**src/rtl/usb_ls_rx_pkg.sv**
```systemverilog
// Shared types for the low-speed packet receiver.
// Line values are packed {D+, D-}.
package usb_ls_rx_pkg;
    typedef enum logic [2:0] {
        ST_IDLE_J,
        ST_SEARCH,
        ST_SYNC_CHK,
        ST_DATA,
        ST_ARMED
    } rx_state_e;

    localparam logic [1:0] LN_J   = 2'b01;
    localparam logic [1:0] LN_K   = 2'b10;
    localparam logic [1:0] LN_SE0 = 2'b00;
endpackage

```
**src/rtl/usb_ls_line_sync.sv**
```systemverilog
// Multi-stage synchronizer for asynchronous line inputs.
// Assumes each line is a level signal; the reset value is chosen per line
// so the decoder sees a quiet bus after reset.
module usb_ls_line_sync #(
    parameter int               LINES   = 2,
    parameter int               STAGES  = 2,
    parameter logic [LINES-1:0] RST_VAL = '0
) (
    input  logic             clk,
    input  logic             rst_n,
    input  logic [LINES-1:0] raw,
    output logic [LINES-1:0] synced
);
    for (genvar i = 0; i < LINES; i++) begin : g_line
        logic [STAGES-1:0] chain;

        // shift the raw level through the flop chain
        always_ff @(posedge clk) begin
            if (!rst_n) chain <= {STAGES{RST_VAL[i]}};
            else        chain <= {chain[STAGES-2:0], raw[i]};
        end

        assign synced[i] = chain[STAGES-1];
    end
endmodule

```
**src/rtl/usb_ls_bit_timer.sv**
```systemverilog
// Bit-phase tracker: a counter reloaded on every line transition, giving one
// sample strobe per bit period near bit centre. Also flags falling D- edges.
// Assumes the line input is already synchronized, packed {D+, D-}.
module usb_ls_bit_timer
    import usb_ls_rx_pkg::*;
#(
    parameter int BIT_CLKS = 8
) (
    input  logic       clk,
    input  logic       rst_n,
    input  logic [1:0] line,
    output logic       samp,
    output logic       dm_fall
);
    localparam int PW   = $clog2(BIT_CLKS);
    localparam int HALF = BIT_CLKS / 2;

    logic [1:0]    line_q;
    logic [PW-1:0] ph;
    logic          trans;

    assign trans = (line != line_q);

    // remember the last line state and advance or reload the phase
    always_ff @(posedge clk) begin
        if (!rst_n) begin
            line_q <= LN_J;
            ph     <= '0;
        end else begin
            line_q <= line;
            if (trans)                        ph <= PW'(1);
            else if (ph == PW'(BIT_CLKS - 1)) ph <= '0;
            else                              ph <= ph + PW'(1);
        end
    end

    assign samp    = (ph == PW'(HALF));
    assign dm_fall = line_q[0] & ~line[0];
endmodule

```
**src/rtl/usb_ls_unstuff.sv**
```systemverilog
// Level-change decoder with inserted-bit removal. A sampled level equal to
// the previous one is a 1; after RUN_MAX ones the next sample is dropped.
// Assumes load is raised on the closing sync bit (level K, one 1 so far).
module usb_ls_unstuff #(
    parameter int RUN_MAX = 6
) (
    input  logic clk,
    input  logic rst_n,
    input  logic load,
    input  logic step,
    input  logic dm,
    output logic bit_vld,
    output logic bit_val
);
    localparam int CW = $clog2(RUN_MAX + 1);

    logic          prev;
    logic [CW-1:0] ones;

    assign bit_val = (dm == prev);
    assign bit_vld = (ones != CW'(RUN_MAX));

    // track previous level and the length of the current run of ones
    always_ff @(posedge clk) begin
        if (!rst_n) begin
            prev <= 1'b1;
            ones <= '0;
        end else if (load) begin
            prev <= 1'b0;
            ones <= CW'(1);
        end else if (step) begin
            prev <= dm;
            if (!bit_vld)     ones <= '0;
            else if (bit_val) ones <= ones + CW'(1);
            else              ones <= '0;
        end
    end
endmodule

```
**src/rtl/usb_ls_rx.sv**
```systemverilog
// Low-speed packet receiver top. Synchronizes the lines, hunts for sync,
// decodes bits and writes bytes to an external buffer. Ends a packet on SE0
// (except at a byte's first bit), aborts on overflow and counts sync misses.
// Assumes a clock of BIT_CLKS cycles per line bit.
module usb_ls_rx
    import usb_ls_rx_pkg::*;
#(
    parameter  int BIT_CLKS    = 8,
    parameter  int DEPTH       = 8,
    parameter  int SEARCH_CLKS = 64,
    parameter  int MISS_W      = 8,
    localparam int AW          = (DEPTH > 1) ? $clog2(DEPTH) : 1,
    localparam int LW          = $clog2(DEPTH + 1)
) (
    input  logic              clk,
    input  logic              rst_n,
    input  logic              dp_in,
    input  logic              dm_in,
    output logic              wr_en,
    output logic [AW-1:0]     wr_addr,
    output logic [7:0]        wr_data,
    output logic              pkt_done,
    output logic [LW-1:0]     pkt_len,
    output logic              overflow,
    output logic              sync_miss,
    output logic [MISS_W-1:0] miss_count
);
    localparam int TW     = $clog2(SEARCH_CLKS);
    localparam int BYTE_W = 8;
    localparam int IDX_W  = $clog2(BYTE_W);

    logic [1:0]        line_s;
    logic              samp, dm_fall;
    logic              bit_vld, bit_val;
    logic              load_us, step_us;
    logic              is_j, is_k, is_se0;
    rx_state_e         state;
    logic [TW-1:0]     timer;
    logic              chk_second;
    logic [IDX_W-1:0]  bit_idx;
    logic [LW-1:0]     byte_cnt;
    logic [BYTE_W-1:0] shreg, new_byte;

    usb_ls_line_sync #(.LINES(2), .STAGES(2), .RST_VAL(LN_J)) u_sync (
        .clk(clk), .rst_n(rst_n), .raw({dp_in, dm_in}), .synced(line_s)
    );

    usb_ls_bit_timer #(.BIT_CLKS(BIT_CLKS)) u_timer (
        .clk(clk), .rst_n(rst_n), .line(line_s), .samp(samp), .dm_fall(dm_fall)
    );

    usb_ls_unstuff #(.RUN_MAX(6)) u_unstuff (
        .clk(clk), .rst_n(rst_n), .load(load_us), .step(step_us),
        .dm(line_s[0]), .bit_vld(bit_vld), .bit_val(bit_val)
    );

    assign is_j     = (line_s == LN_J);
    assign is_k     = (line_s == LN_K);
    assign is_se0   = (line_s == LN_SE0);
    assign load_us  = (state == ST_SYNC_CHK) && samp && is_k && chk_second;
    assign step_us  = (state == ST_DATA) && samp;
    assign new_byte = {bit_val, shreg[BYTE_W-1:1]};

    // receive sequencer: sync hunt, byte assembly, packet end and misses
    always_ff @(posedge clk) begin
        if (!rst_n) begin
            state      <= ST_IDLE_J;
            timer      <= '0;
            chk_second <= 1'b0;
            bit_idx    <= '0;
            byte_cnt   <= '0;
            shreg      <= '0;
            wr_en      <= 1'b0;
            wr_addr    <= '0;
            wr_data    <= '0;
            pkt_done   <= 1'b0;
            pkt_len    <= '0;
            overflow   <= 1'b0;
            sync_miss  <= 1'b0;
            miss_count <= '0;
        end else begin
            wr_en     <= 1'b0;
            pkt_done  <= 1'b0;
            overflow  <= 1'b0;
            sync_miss <= 1'b0;
            case (state)
                ST_IDLE_J: begin
                    if (is_j) begin
                        state <= ST_SEARCH;
                        timer <= '0;
                    end
                end
                ST_SEARCH: begin
                    if (dm_fall) begin
                        state      <= ST_SYNC_CHK;
                        chk_second <= 1'b0;
                    end else if (timer == TW'(SEARCH_CLKS - 1)) begin
                        sync_miss  <= 1'b1;
                        miss_count <= miss_count + MISS_W'(1);
                        state      <= ST_ARMED;
                    end else begin
                        timer <= timer + TW'(1);
                    end
                end
                ST_SYNC_CHK: begin
                    if (samp) begin
                        if (!is_k) begin
                            state <= ST_SEARCH;
                            timer <= '0;
                        end else if (chk_second) begin
                            state    <= ST_DATA;
                            bit_idx  <= '0;
                            byte_cnt <= '0;
                        end else begin
                            chk_second <= 1'b1;
                        end
                    end
                end
                ST_DATA: begin
                    if (samp) begin
                        if (is_se0 && bit_idx != '0) begin
                            pkt_done <= 1'b1;
                            pkt_len  <= byte_cnt;
                            state    <= ST_ARMED;
                        end else if (bit_vld) begin
                            shreg   <= new_byte;
                            bit_idx <= bit_idx + IDX_W'(1);
                            if (bit_idx == IDX_W'(BYTE_W - 1)) begin
                                if (byte_cnt == LW'(DEPTH)) begin
                                    overflow <= 1'b1;
                                    state    <= ST_ARMED;
                                end else begin
                                    wr_en    <= 1'b1;
                                    wr_addr  <= byte_cnt[AW-1:0];
                                    wr_data  <= new_byte;
                                    byte_cnt <= byte_cnt + LW'(1);
                                end
                            end
                        end
                    end
                end
                ST_ARMED: begin
                    if (dm_fall) state <= ST_IDLE_J;
                end
                default: state <= ST_IDLE_J;
            endcase
        end
    end
endmodule

```
**config.mk**
```make
export PLATFORM = sky130hd
export DESIGN_NAME = usb_ls_rx
export DESIGN_NICKNAME = d
export VERILOG_FILES = /design/src/rtl/usb_ls_rx_pkg.sv /design/src/rtl/usb_ls_line_sync.sv /design/src/rtl/usb_ls_bit_timer.sv /design/src/rtl/usb_ls_unstuff.sv /design/src/rtl/usb_ls_rx.sv
export SDC_FILE = /design/constraint.sdc
export NUM_CORES = 1
export LEC_CHECK = 0
export CORE_MARGIN = 3
export CORE_UTILIZATION = 35
export CTS_CLUSTER_SIZE = 28
export DETAILED_ROUTE_END_ITERATION = 8
export DONT_BUFFER_PORTS = 1
export PLACE_DENSITY_LB_ADDON = 0.08
export SYNTH_ARGS = -nofsm -noshare
export SYNTH_HDL_FRONTEND = slang
export SYNTH_SLANG_ARGS = --single-unit
```
**constraint.sdc**
```tcl
create_clock -name clk -period 2.2 [get_ports clk]
set_clock_uncertainty 0.05 [all_clocks]
set_input_delay 0.44 -clock clk [delete_from_list [all_inputs] [get_ports clk]]
set_output_delay 0.44 -clock clk [all_outputs]
set_load 0.01 [all_outputs]
```
==> qor.csv <==
stage,metric,value,unit
status,status,"complete, no violations",
floorplanning,die area,9140,sq um
yosys,dominant cell type by area after synthesis,dfxtp_1,
timing,sum of negative setup slack,0,ps
timing,RSZ-0062 raised after global routing,no,
yosys,predominant post-synthesis flop cell,dfxtp_1,
detailed_routing,drt wl/cell,13.4,um
detailed_routing,post-detailed-route via-to-cell ratio,4.95,
timing,final hold vios,0,
worst_setup_path,Critical Path End Type,flop,
yosys,share of the synthesized area in the top cell type,0.456,
timing,Max-Slew Margin vs Limit,0.596,
timing,final worst slack,221,ps
clock_network,Post-CTS Resized,0,
worst_setup_path,WS Path Type,reg -> reg,
timing,Max Clock Freq,0.505,GHz
yosys,largest cells by area after synthesis,"dfxtp_1 46%, nand2_1 7.1%, a21oi_1 5.9%",
yosys,cell with the most instances after synthesis,dfxtp_1,
place,number of I/O port buffers,0,
yosys,largest family of logic cells by synthesized area,simple AND/OR/NAND/NOR gates,
detailed_routing,DR iter-0 viols,88,
yosys,Ys Warns,0,
clock_network,cts-stage hold buffer count,0,
power_and_ir_drop,total leakage power,1.18,nW
yosys,XOR/XNOR Fraction of Synth Area,0.0312,
timing,Final Slew Violations,0,
yosys,sequential area share after synthesis,0.456,
clock_network,# Post-CTS Setup Buffers,0,
yosys,"FF+latch count, synth",64,
hold_path,worst min path class,in -> reg,
worst_setup_path,Critical Path Source Type,flop,
grt,antenna violations before repair,0,
power_and_ir_drop,VDD IR-drop max,0.307,mV
worst_setup_path,CP Max Fanout,7,
place,Detailed Place HPWL,4180,um
place,gpl congestion,0.761,
clock_network,CTS tree,done,
grt,first-pass GRT wire length,10200,um
yosys,Cells after Synth,327,
worst_setup_path,R2R cell count,6,
finish,nets,352,
finish,area growth from synthesis to layout,14.1,%
clock_network,Root Driver,clkbuf_8,
detailed_routing,vias,2186,
flow_run,max_cap viols,0,
timing,period utilization,0.900,
yosys,mux contribution to synthesized area,0.00712,
floorplanning,top-level I/O count,31,
yosys,Post-synth EDFFs,0,
floorplanning,Core Rows,32,
finish,fill count,814,
yosys,commonest cells in the netlist,"64 x dfxtp_1, 53 x nand2_1, 33 x a21oi_1, 30 x nor2_1, 19 x nand3_1",
timing,Tightest Pin Transition,605,ps
clock_network,clock buffer depth,2,
grt,gr usage total,0.144,
finish,Final Util,0.413,
detailed_routing,# DRC,0,
yosys,post-synthesis net count,344,
grt,maximum number of pins on one net before global-route repair,35,
detailed_routing,"antenna viol nets, final",0,
yosys,Synth Area in Compound Gates,0.131,
clock_network,TritonCTS buffer count,9,
floorplanning,Die Span Y,95.6,um
yosys,Netlist cell types,55,
clock_network,H-tree depth,3,
clock_network,Clock Sinks,64,
timing,hold slack,126,ps
grt,vias in the first global route,2124,
timing,final setup violation count,0,
detailed_routing,first drt pass iteration count,5,
hold_path,Hold Path Stages,1,
floorplanning,Initial Util,0.362,
timing,post-layout min period,1980,ps
floorplanning,die width,95.6,um
place,dpl ws,153,ps
yosys,Post-Synth Simple-Gate Area,0.275,
worst_setup_path,WP data arrival,2130,ps
detailed_routing,final WL,5930,um
yosys,Post-Synth Adder-Cell Area,0.0579,
yosys,post-synthesis instance area,2810,sq um
yosys,syn avg cell area,8.60,sq um
finish,layout cells sized above 1,0.115,
clock_network,clock slew at reported path FFs,80,ps
power_and_ir_drop,pwr/cell area,879,nW/um^2
finish,n_diodes,0,
grt,gr ovfl total,0,
clock_network,worst skew pair latency,340,ps
yosys,Async SR Flop Fraction,0,
floorplanning,core area,7770,sq um
worst_setup_path,WP data required,2350,ps
==> metal layers <==
metal | track usage | wire length (um) | share of wire
met1 | 0.192 | 3050 | 0.51
met2 | 0.210 | 2560 | 0.43
met3 | 0.0418 | 230 | 0.039
met4 | 0.0711 | 85 | 0.014
met5 | 0 | 0 | 0
==> cell families after synthesis <==
kind of cell,count (synthesis)
AO/OA/AOI/OAI,60
XOR/XNOR,10
adder cells (fa/ha/maj),13
buffers and inverters,27
flip-flops,64
multiplexers,2
AND/OR/NAND/NOR,151
==> final timing paths <==
check	from	end	slack [ps]
max	u_sync.g_line[0].chain[1]	state[2]	220
min	rst_n	u_sync.g_line[0].chain[0]	130
max reg2reg	u_sync.g_line[0].chain[1]	state[2]	220
min reg2reg	u_sync.g_line[1].chain[0]	u_sync.g_line[1].chain[1]	380
==> stage by stage <==
stage	instances	total power (W)	cell area (sq um)
2_1_floorplan	327	0.00151	2810
3_3_place_gp	426	0.00159	2950
3_5_place_dp	426	0.00159	2950
4_1_cts	442	0.00287	3210
5_1_grt	442	0.00295	3210
6_report	442	0.00282	3210
==> where the power goes <==
group	leakage, nW	total (W)	switching, W	internal, W
clock	0.123	0.00126	0.000472	0.000789
sequential	0.517	0.00125	0.0000574	0.00119
combinational	0.542	0.000308	0.000171	0.000137
total	1.18	0.00282	0.000701	0.00212
==> critical path, stage by stage, from the launching register on <==
cell and delay [ps]:
dfxtp_2 390, inv_1 80, ha_1 230, or4b_2 640, o221ai_1 140, nand2b_1 210
o22ai_1 100
==> flip-flops by register name, summed over array words and instances, names as in the netlist, 2 cells and up <==
name	count
wr_addr	3
byte_cnt	4
shreg	7
miss_count	8
u_timer.line_q	2
u_unstuff.ones	3
u_sync.g_line.chain	4
state	3
wr_data	8
bit_idx	3
u_timer.ph	3
timer	6
pkt_len	4
==> cell usage in the layout, fill, tap and decap left out, drive strengths merged, types with 3 or more instances in the layout <==
cell type  count
dfxtp         64
nand2         53
a21oi         34
nor2          30
nand3         20
inv           14
ha            13
buf           11
clkbuf        10
o21ai          7
nand2b         6
xnor2          5
and3           5
and2           5
xor2           5
o211ai         5
nand3b         4
nand4          4
or3            3
nor3b          3
bufinv         3
==> layout make-up <==
cell class,instances,area (sq um),share of cell area
Sequential cell,64,1280,0.400
Clock inverter,6,115,0.0359
Multi-Input combinational cell,236,1410,0.440
Inverter,13,48.8,0.0152
Tap cell,102,128,0.0398
Timing Repair Buffer,11,82.6,0.0258
Clock buffer,10,138,0.0429
Note: power is estimated with default switching activity, not from simulation.
